## src/rtl/bpr_pkg.sv

```systemverilog
package bpr_pkg;
    typedef enum logic [2:0] {
        CMD_ENTER   = 3'd0,
        CMD_LEAVE   = 3'd1,
        CMD_RENAME  = 3'd2,
        CMD_RESET   = 3'd3,
        CMD_CLRTRAP = 3'd4
    } bpr_cmd_e;

    // Access classes; non-zero values double as trap cause codes
    localparam logic [1:0] CLS_NORMAL  = 2'd0;
    localparam logic [1:0] CLS_ILLEGAL = 2'd1;
    localparam logic [1:0] CLS_IOT     = 2'd2;
    localparam logic [1:0] CLS_HALT    = 2'd3;
    localparam logic [1:0] CAUSE_PROT  = 2'd0;
endpackage

```

## src/rtl/bpr_map.sv

```systemverilog
module bpr_map #(
    parameter int NB = 4,
    parameter int BW = $clog2(NB)
) (
    input  logic          clk,
    input  logic          rst_n,
    input  logic          do_rename,
    input  logic          do_reset,
    input  logic [BW-1:0] ren_src,
    input  logic [BW-1:0] ren_name,
    input  logic [BW-1:0] lookup,
    output logic [BW-1:0] phys
);
    typedef struct packed {
        logic [NB-1:0][BW-1:0] tbl;
    } map_st_t;

    map_st_t st_d, st_q;

    function automatic map_st_t ident();
        map_st_t r;
        for (int i = 0; i < NB; i++) r.tbl[i] = i[BW-1:0];
        return r;
    endfunction

    always_comb begin
        st_d = st_q;
        if (do_reset) begin
            st_d = ident();
        end else if (do_rename) begin
            st_d.tbl[ren_name] = ren_src;
        end
    end

    always_ff @(posedge clk) begin
        if (!rst_n) st_q <= ident();
        else        st_q <= st_d;
    end

    assign phys = st_q.tbl[lookup];

    // rename writes the named entry with the source bank
    p_rename_write_r2: assert property (@(posedge clk) disable iff (!rst_n)
        (do_rename && !do_reset) |=> st_q.tbl[$past(ren_name)] == $past(ren_src));

    for (genvar g = 0; g < NB; g++) begin : g_ident_chk
        // each entry returns to its own index after a reset-names command
        p_reset_ident_r3: assert property (@(posedge clk) disable iff (!rst_n)
            do_reset |=> st_q.tbl[g] == g[BW-1:0]);
    end
endmodule

```

## src/rtl/bpr_guard.sv

```systemverilog
module bpr_guard
    import bpr_pkg::*;
#(
    parameter int NB = 4,
    parameter int BW = $clog2(NB)
) (
    input  logic          clk,
    input  logic          rst_n,
    input  logic          do_enter,
    input  logic          do_leave,
    input  logic [NB-1:0] mask_in,
    input  logic          acc_valid,
    input  logic [1:0]    acc_cls,
    input  logic [BW-1:0] phys,
    output logic          viol,
    output logic [1:0]    cause,
    output logic          trap_req
);
    typedef struct packed {
        logic          restr;
        logic [NB-1:0] mask;
        logic          req;
    } grd_st_t;

    grd_st_t st_d, st_q;
    logic    cls_bad, prot_hit;

    always_comb begin
        cls_bad  = acc_valid && st_q.restr && (acc_cls != CLS_NORMAL);
        prot_hit = acc_valid && st_q.restr && (acc_cls == CLS_NORMAL) && st_q.mask[phys];
        viol     = cls_bad || prot_hit;
        cause    = cls_bad ? acc_cls : CAUSE_PROT;

        st_d     = st_q;
        st_d.req = viol;
        if (do_enter) begin
            st_d.restr = 1'b1;
            st_d.mask  = mask_in;
        end else if (do_leave) begin
            st_d.restr = 1'b0;
            st_d.mask  = '0;
        end
    end

    always_ff @(posedge clk) begin
        if (!rst_n) st_q <= '0;
        else        st_q <= st_d;
    end

    assign trap_req = st_q.req;

    p_enter_load_r4: assert property (@(posedge clk) disable iff (!rst_n)
        do_enter |=> (st_q.restr && st_q.mask == $past(mask_in)));
    p_leave_clear_r5: assert property (@(posedge clk) disable iff (!rst_n)
        (do_leave && !do_enter) |=> (!st_q.restr && st_q.mask == '0));
    p_class_trap_r6: assert property (@(posedge clk) disable iff (!rst_n)
        (acc_valid && st_q.restr && acc_cls != CLS_NORMAL) |=> trap_req);
    p_quiet_open_r10: assert property (@(posedge clk) disable iff (!rst_n)
        (!st_q.restr) |=> !trap_req);
endmodule

```

## src/rtl/bpr_trapbuf.sv

```systemverilog
module bpr_trapbuf #(
    parameter int BW = 2
) (
    input  logic          clk,
    input  logic          rst_n,
    input  logic          viol,
    input  logic [1:0]    cause,
    input  logic [BW-1:0] bank,
    input  logic          clr,
    output logic          valid,
    output logic [BW-1:0] tbank,
    output logic [1:0]    tcause
);
    typedef struct packed {
        logic          valid;
        logic [BW-1:0] bank;
        logic [1:0]    cause;
    } tb_st_t;

    tb_st_t st_d, st_q;

    always_comb begin
        st_d = st_q;
        if (clr) st_d.valid = 1'b0;
        if (viol && (!st_q.valid || clr)) begin
            st_d.valid = 1'b1;
            st_d.bank  = bank;
            st_d.cause = cause;
        end
    end

    always_ff @(posedge clk) begin
        if (!rst_n) st_q <= '0;
        else        st_q <= st_d;
    end

    assign valid  = st_q.valid;
    assign tbank  = st_q.bank;
    assign tcause = st_q.cause;

    p_frozen_r8: assert property (@(posedge clk) disable iff (!rst_n)
        (st_q.valid && !clr) |=> (st_q.valid && $stable(st_q.bank) && $stable(st_q.cause)));
    p_clear_empty_r9: assert property (@(posedge clk) disable iff (!rst_n)
        (clr && !viol) |=> !st_q.valid);
endmodule

```

## src/rtl/bpr_unit.sv

```systemverilog
module bpr_unit
    import bpr_pkg::*;
#(
    parameter int NB   = 4,
    parameter int IO_W = 18,
    localparam int BW  = $clog2(NB)
) (
    input  logic            clk,
    input  logic            rst_n,
    input  logic            cmd_valid,
    input  logic [2:0]      cmd_op,
    input  logic [IO_W-1:0] io_val,
    input  logic            acc_valid,
    input  logic [1:0]      acc_class,
    input  logic [BW-1:0]   acc_bank,
    output logic [BW-1:0]   phys_bank,
    output logic            trap_req,
    output logic            trap_valid,
    output logic [BW-1:0]   trap_bank,
    output logic [1:0]      trap_cause
);
    logic       do_enter, do_leave, do_rename, do_reset, do_clr;
    logic       viol;
    logic [1:0] cause;

    always_comb begin
        do_enter  = cmd_valid && (cmd_op == CMD_ENTER);
        do_leave  = cmd_valid && (cmd_op == CMD_LEAVE);
        do_rename = cmd_valid && (cmd_op == CMD_RENAME);
        do_reset  = cmd_valid && (cmd_op == CMD_RESET);
        do_clr    = cmd_valid && (cmd_op == CMD_CLRTRAP);
    end

    bpr_map #(.NB(NB), .BW(BW)) u_map (
        .clk       (clk),
        .rst_n     (rst_n),
        .do_rename (do_rename),
        .do_reset  (do_reset),
        .ren_src   (io_val[BW-1:0]),
        .ren_name  (io_val[2*BW-1:BW]),
        .lookup    (acc_bank),
        .phys      (phys_bank)
    );

    bpr_guard #(.NB(NB), .BW(BW)) u_guard (
        .clk       (clk),
        .rst_n     (rst_n),
        .do_enter  (do_enter),
        .do_leave  (do_leave),
        .mask_in   (io_val[NB-1:0]),
        .acc_valid (acc_valid),
        .acc_cls   (acc_class),
        .phys      (phys_bank),
        .viol      (viol),
        .cause     (cause),
        .trap_req  (trap_req)
    );

    bpr_trapbuf #(.BW(BW)) u_tbuf (
        .clk    (clk),
        .rst_n  (rst_n),
        .viol   (viol),
        .cause  (cause),
        .bank   (acc_bank),
        .clr    (do_clr),
        .valid  (trap_valid),
        .tbank  (trap_bank),
        .tcause (trap_cause)
    );

    // a trap request always leaves a record in the buffer
    p_req_recorded_r8: assert property (@(posedge clk) disable iff (!rst_n)
        trap_req |-> trap_valid);
endmodule

```

## config.mk

```make
export PLATFORM = sky130hd
export DESIGN_NAME = bpr_unit
export DESIGN_NICKNAME = d
export VERILOG_FILES = /design/src/rtl/bpr_pkg.sv /design/src/rtl/bpr_map.sv /design/src/rtl/bpr_guard.sv /design/src/rtl/bpr_trapbuf.sv /design/src/rtl/bpr_unit.sv
export SDC_FILE = /design/constraint.sdc
export NUM_CORES = 1
export LEC_CHECK = 0
export ABC_AREA = 1
export BUFFER_PORTS_ARGS = -buffer_cell sky130_fd_sc_hd__buf_4
export CAP_MARGIN = 0
export CELL_PAD_IN_SITES_DETAIL_PLACEMENT = 0
export CELL_PAD_IN_SITES_GLOBAL_PLACEMENT = 1
export CORE_MARGIN = 3
export CORE_UTILIZATION = 35
export CTS_CLUSTER_DIAMETER = 80
export CTS_CLUSTER_SIZE = 8
export DETAILED_ROUTE_END_ITERATION = 7
export PLACE_DENSITY_LB_ADDON = 0.08
export SLEW_MARGIN = 5
export SYNTH_ARGS = -nofsm -noshare
export SYNTH_HDL_FRONTEND = slang
export SYNTH_HIERARCHICAL = 1
export SYNTH_SLANG_ARGS = --single-unit
```

## constraint.sdc

```tcl
create_clock -name clk -period 2.2 [get_ports clk]
set_clock_uncertainty 0.05 [all_clocks]
set_input_delay 0.33 -clock clk [delete_from_list [all_inputs] [get_ports clk]]
set_output_delay 0.33 -clock clk [all_outputs]
set_load 0.005 [all_outputs]
```

==> reports/results.ini <==
[critical_path]
cp_slowest_cell=dfxtp_1
crit_arrival_ns=1.77
crit_chain=inv_1 -> o21ai_0 -> nand2_1 -> nand2_1 -> inv_2 -> nand2_1 -> nand3b_1 -> nand3_2 -> nand2_2 -> inv_1 -> nand3_1 -> nand2_1 -> nor2_1
worst_setup_path_start_kind=register
reg2regPathDepth=13
critPathBufInv=3
r2r_end=u_tbuf/tbank[1]$_SDFFE_PN0P_
cp-end-kind=register
worst_ep_required_time_ns=2.35
critPathMaxFanout=9
r2r-start=u_map/st_q[4]$_SDFFE_PP0P_
path_common_cell=nand2_1
crit_family=simple AND/OR/NAND/NOR gates
slowest_delay_ns=0.32
cp-startpoint=u_map/st_q[4]$_SDFFE_PP0P_
path_class=reg2reg
rrSetupSlack_ns=0.58

[drt]
vias=949
drtPass1Iterations=4
ant_nets=0
drc=0
drt_iter0_drc=70
viasPerCell=4.61
drt-wirelength-per-cell_um=10.5
drt-total-wl_mm=2.17

[clock_network]
htreeDepth=1
cts_resized=0
cts_tree=yes
insertion_delay_ns=0.29
clk_pin_slew_ns=0.11
clock_sinks=19
cts_root_buf=clkbuf_4
post_cts_buffers=0
ctsHoldBuffers=0
numCtsBuffers=3
ctsLongestPathBuffers=2

[cells_and_area]
drive_gt1_frac=0.233
post-route-util=0.471
nets=206
diodes=0
syn_to_final_growth_pct=20.9
fillerInstances=283
stdcell_count=206

[power_and_ir_drop]
leakagePower_nw=0.610
ir_drop_v=0.000254
power_density_nw_per_um2=513

[global_routing]
track_usage=0.141
grt_max_degree=12
grt_pass1_vias=864
grt.overflow.total=0
antenna_found_initial=0
grt_first_pass_wirelength_mm=3.73

[floorplan]
rows=18
ioPinCount=37
dieArea_um2=3590
core_area_um2=2610
start_util=0.390
chipWidth_um=59.9
dieHeight_um=59.9

[job]
maxCapViolCount=0

[sta]
slew_headroom=0.679
grt_setup_unrepaired=no
finalCritPeriodShare=0.736
hold_ws_ns=0.253
final_hold_viol_count=0
worstMarginPinSlew_ns=0.480
max_freq_mhz=618
fin_tns_setup_ns=0
min_period_ns=1.62
finalSetupViolations=0
final_max_slew_viol_count=0

[synthesis]
synth_area_leader_cell=dfxtp_1
synth_cell_types=21
synth_cells=152
syn_area_um2=1020
syn_avg_cell_area_um2=6.70
ys_warn_count=6
ys_ff_latch=19
synth_area_leaders=dfxtp_1 37%, nand2_1 14%, inv_1 9.2%, nor2_1 6.6%, a21oi_1 5.4%
synth_fp_nets=181
yosysTopAreaCellShare=0.373
ys_seq_area_frac=0.373

[min_path]
min_path_cells=3
hold_path.startpoint=rst_n
min_path_type=in2reg
hold_path_end=u_tbuf/tcause[0]$_SDFFE_PN0P_

[placed_design]
portBuffers=22
place_hpwl_mm=1.70
gp_congestion=0.760
dp_cells=202

[status]
status=finished clean

## logic make-up after synthesis
logic type | after synthesis | synth area share
compound gates | 16 | 0.0884
flops | 19 | 0.373
simple gates | 85 | 0.408
buf+inv | 32 | 0.130
## power by group
part | total (W) | internal (W) | switching (W) | leakage, nW
logic | 0.000102 | 0.0000441 | 0.0000582 | 0.441
clock network | 0.000176 | 0.0000705 | 0.000106 | 0.0150
registers | 0.000353 | 0.000350 | 0.00000276 | 0.154
## state kept, by name (all words and copies together), names as in the netlist
name / flops
u_guard/trap_req: 1
u_tbuf/valid: 1
u_tbuf/tbank: 2
u_guard/st_q: 5
u_map/st_q: 8
u_tbuf/tcause: 2
## placed cells by master, fill, tap and decap left out, types with 3 or more instances in the layout
master    instances
inv_1            25
nand3_1          11
a21oi_1          11
nand3_2           4
nand2_2           3
clkbuf_4          3
o211ai_1          3
buf_4            23
inv_2             3
nand2_1          39
dfxtp_1          19
nand4_1           4
nor2_1           18
## synth_stat cells, drive strengths merged
master / number
nand2: 42
nand4: 4
a21boi: 1
a21oi: 11
clkbuf: 1
nand3: 15
o211ai: 3
inv: 28
buf: 2
nor2: 23
dfxtp: 19
nand3b: 1
o21ai: 1
clkinv: 1
## how the worst max path moves through the flow
stage                                    to  slack [ns]  cells past startpoint
6_report       u_tbuf/tbank[1]$_SDFFE_PN0P_        0.58                     13
5_1_grt        u_tbuf/tbank[1]$_SDFFE_PN0P_        0.36                     13
4_1_cts        u_tbuf/tbank[1]$_SDFFE_PN0P_        0.57                     13
3_5_place_dp   u_tbuf/tbank[1]$_SDFFE_PN0P_        0.43                     13
3_3_place_gp   u_tbuf/tbank[0]$_SDFFE_PN0P_        0.46                     13
2_1_floorplan  u_tbuf/tbank[0]$_SDFFE_PN0P_        0.59                     12
## per-stage QoR
stage / total power [W] / setup slack, ns / cell area [µm²]
2_1_floorplan: 0.000415 / 0.590 / 1020
3_3_place_gp: 0.000462 / 0.455 / 1200
3_5_place_dp: 0.000464 / 0.434 / 1200
4_1_cts: 0.000645 / 0.567 / 1230
5_1_grt: 0.000676 / 0.363 / 1230
6_report: 0.000631 / 0.582 / 1230
## routing by layer
metal  up-vias  share of wire  track usage
li1        519              -            -
met1       406           0.50        0.188
met2        22           0.44        0.213
met3         2          0.056       0.0324
met4         0         0.0065       0.0665
met5         -              0            0
## worst min-delay path, cell delays in order
cell and delay (ns):
buf_4 0.14, nand2_1 0.06, nor2_1 0.03
## layout make-up
cell class                      count  area [µm²]  share of cell area
Multi-Input combinational cell    101         505               0.411
Sequential cell                    19         380               0.309
Timing Repair Buffer               23         173               0.140
Inverter                           29         109              0.0884
Tap cell                           30        37.5              0.0305
Clock buffer                        4        26.3              0.0213
(Power assumes the default switching activity.)
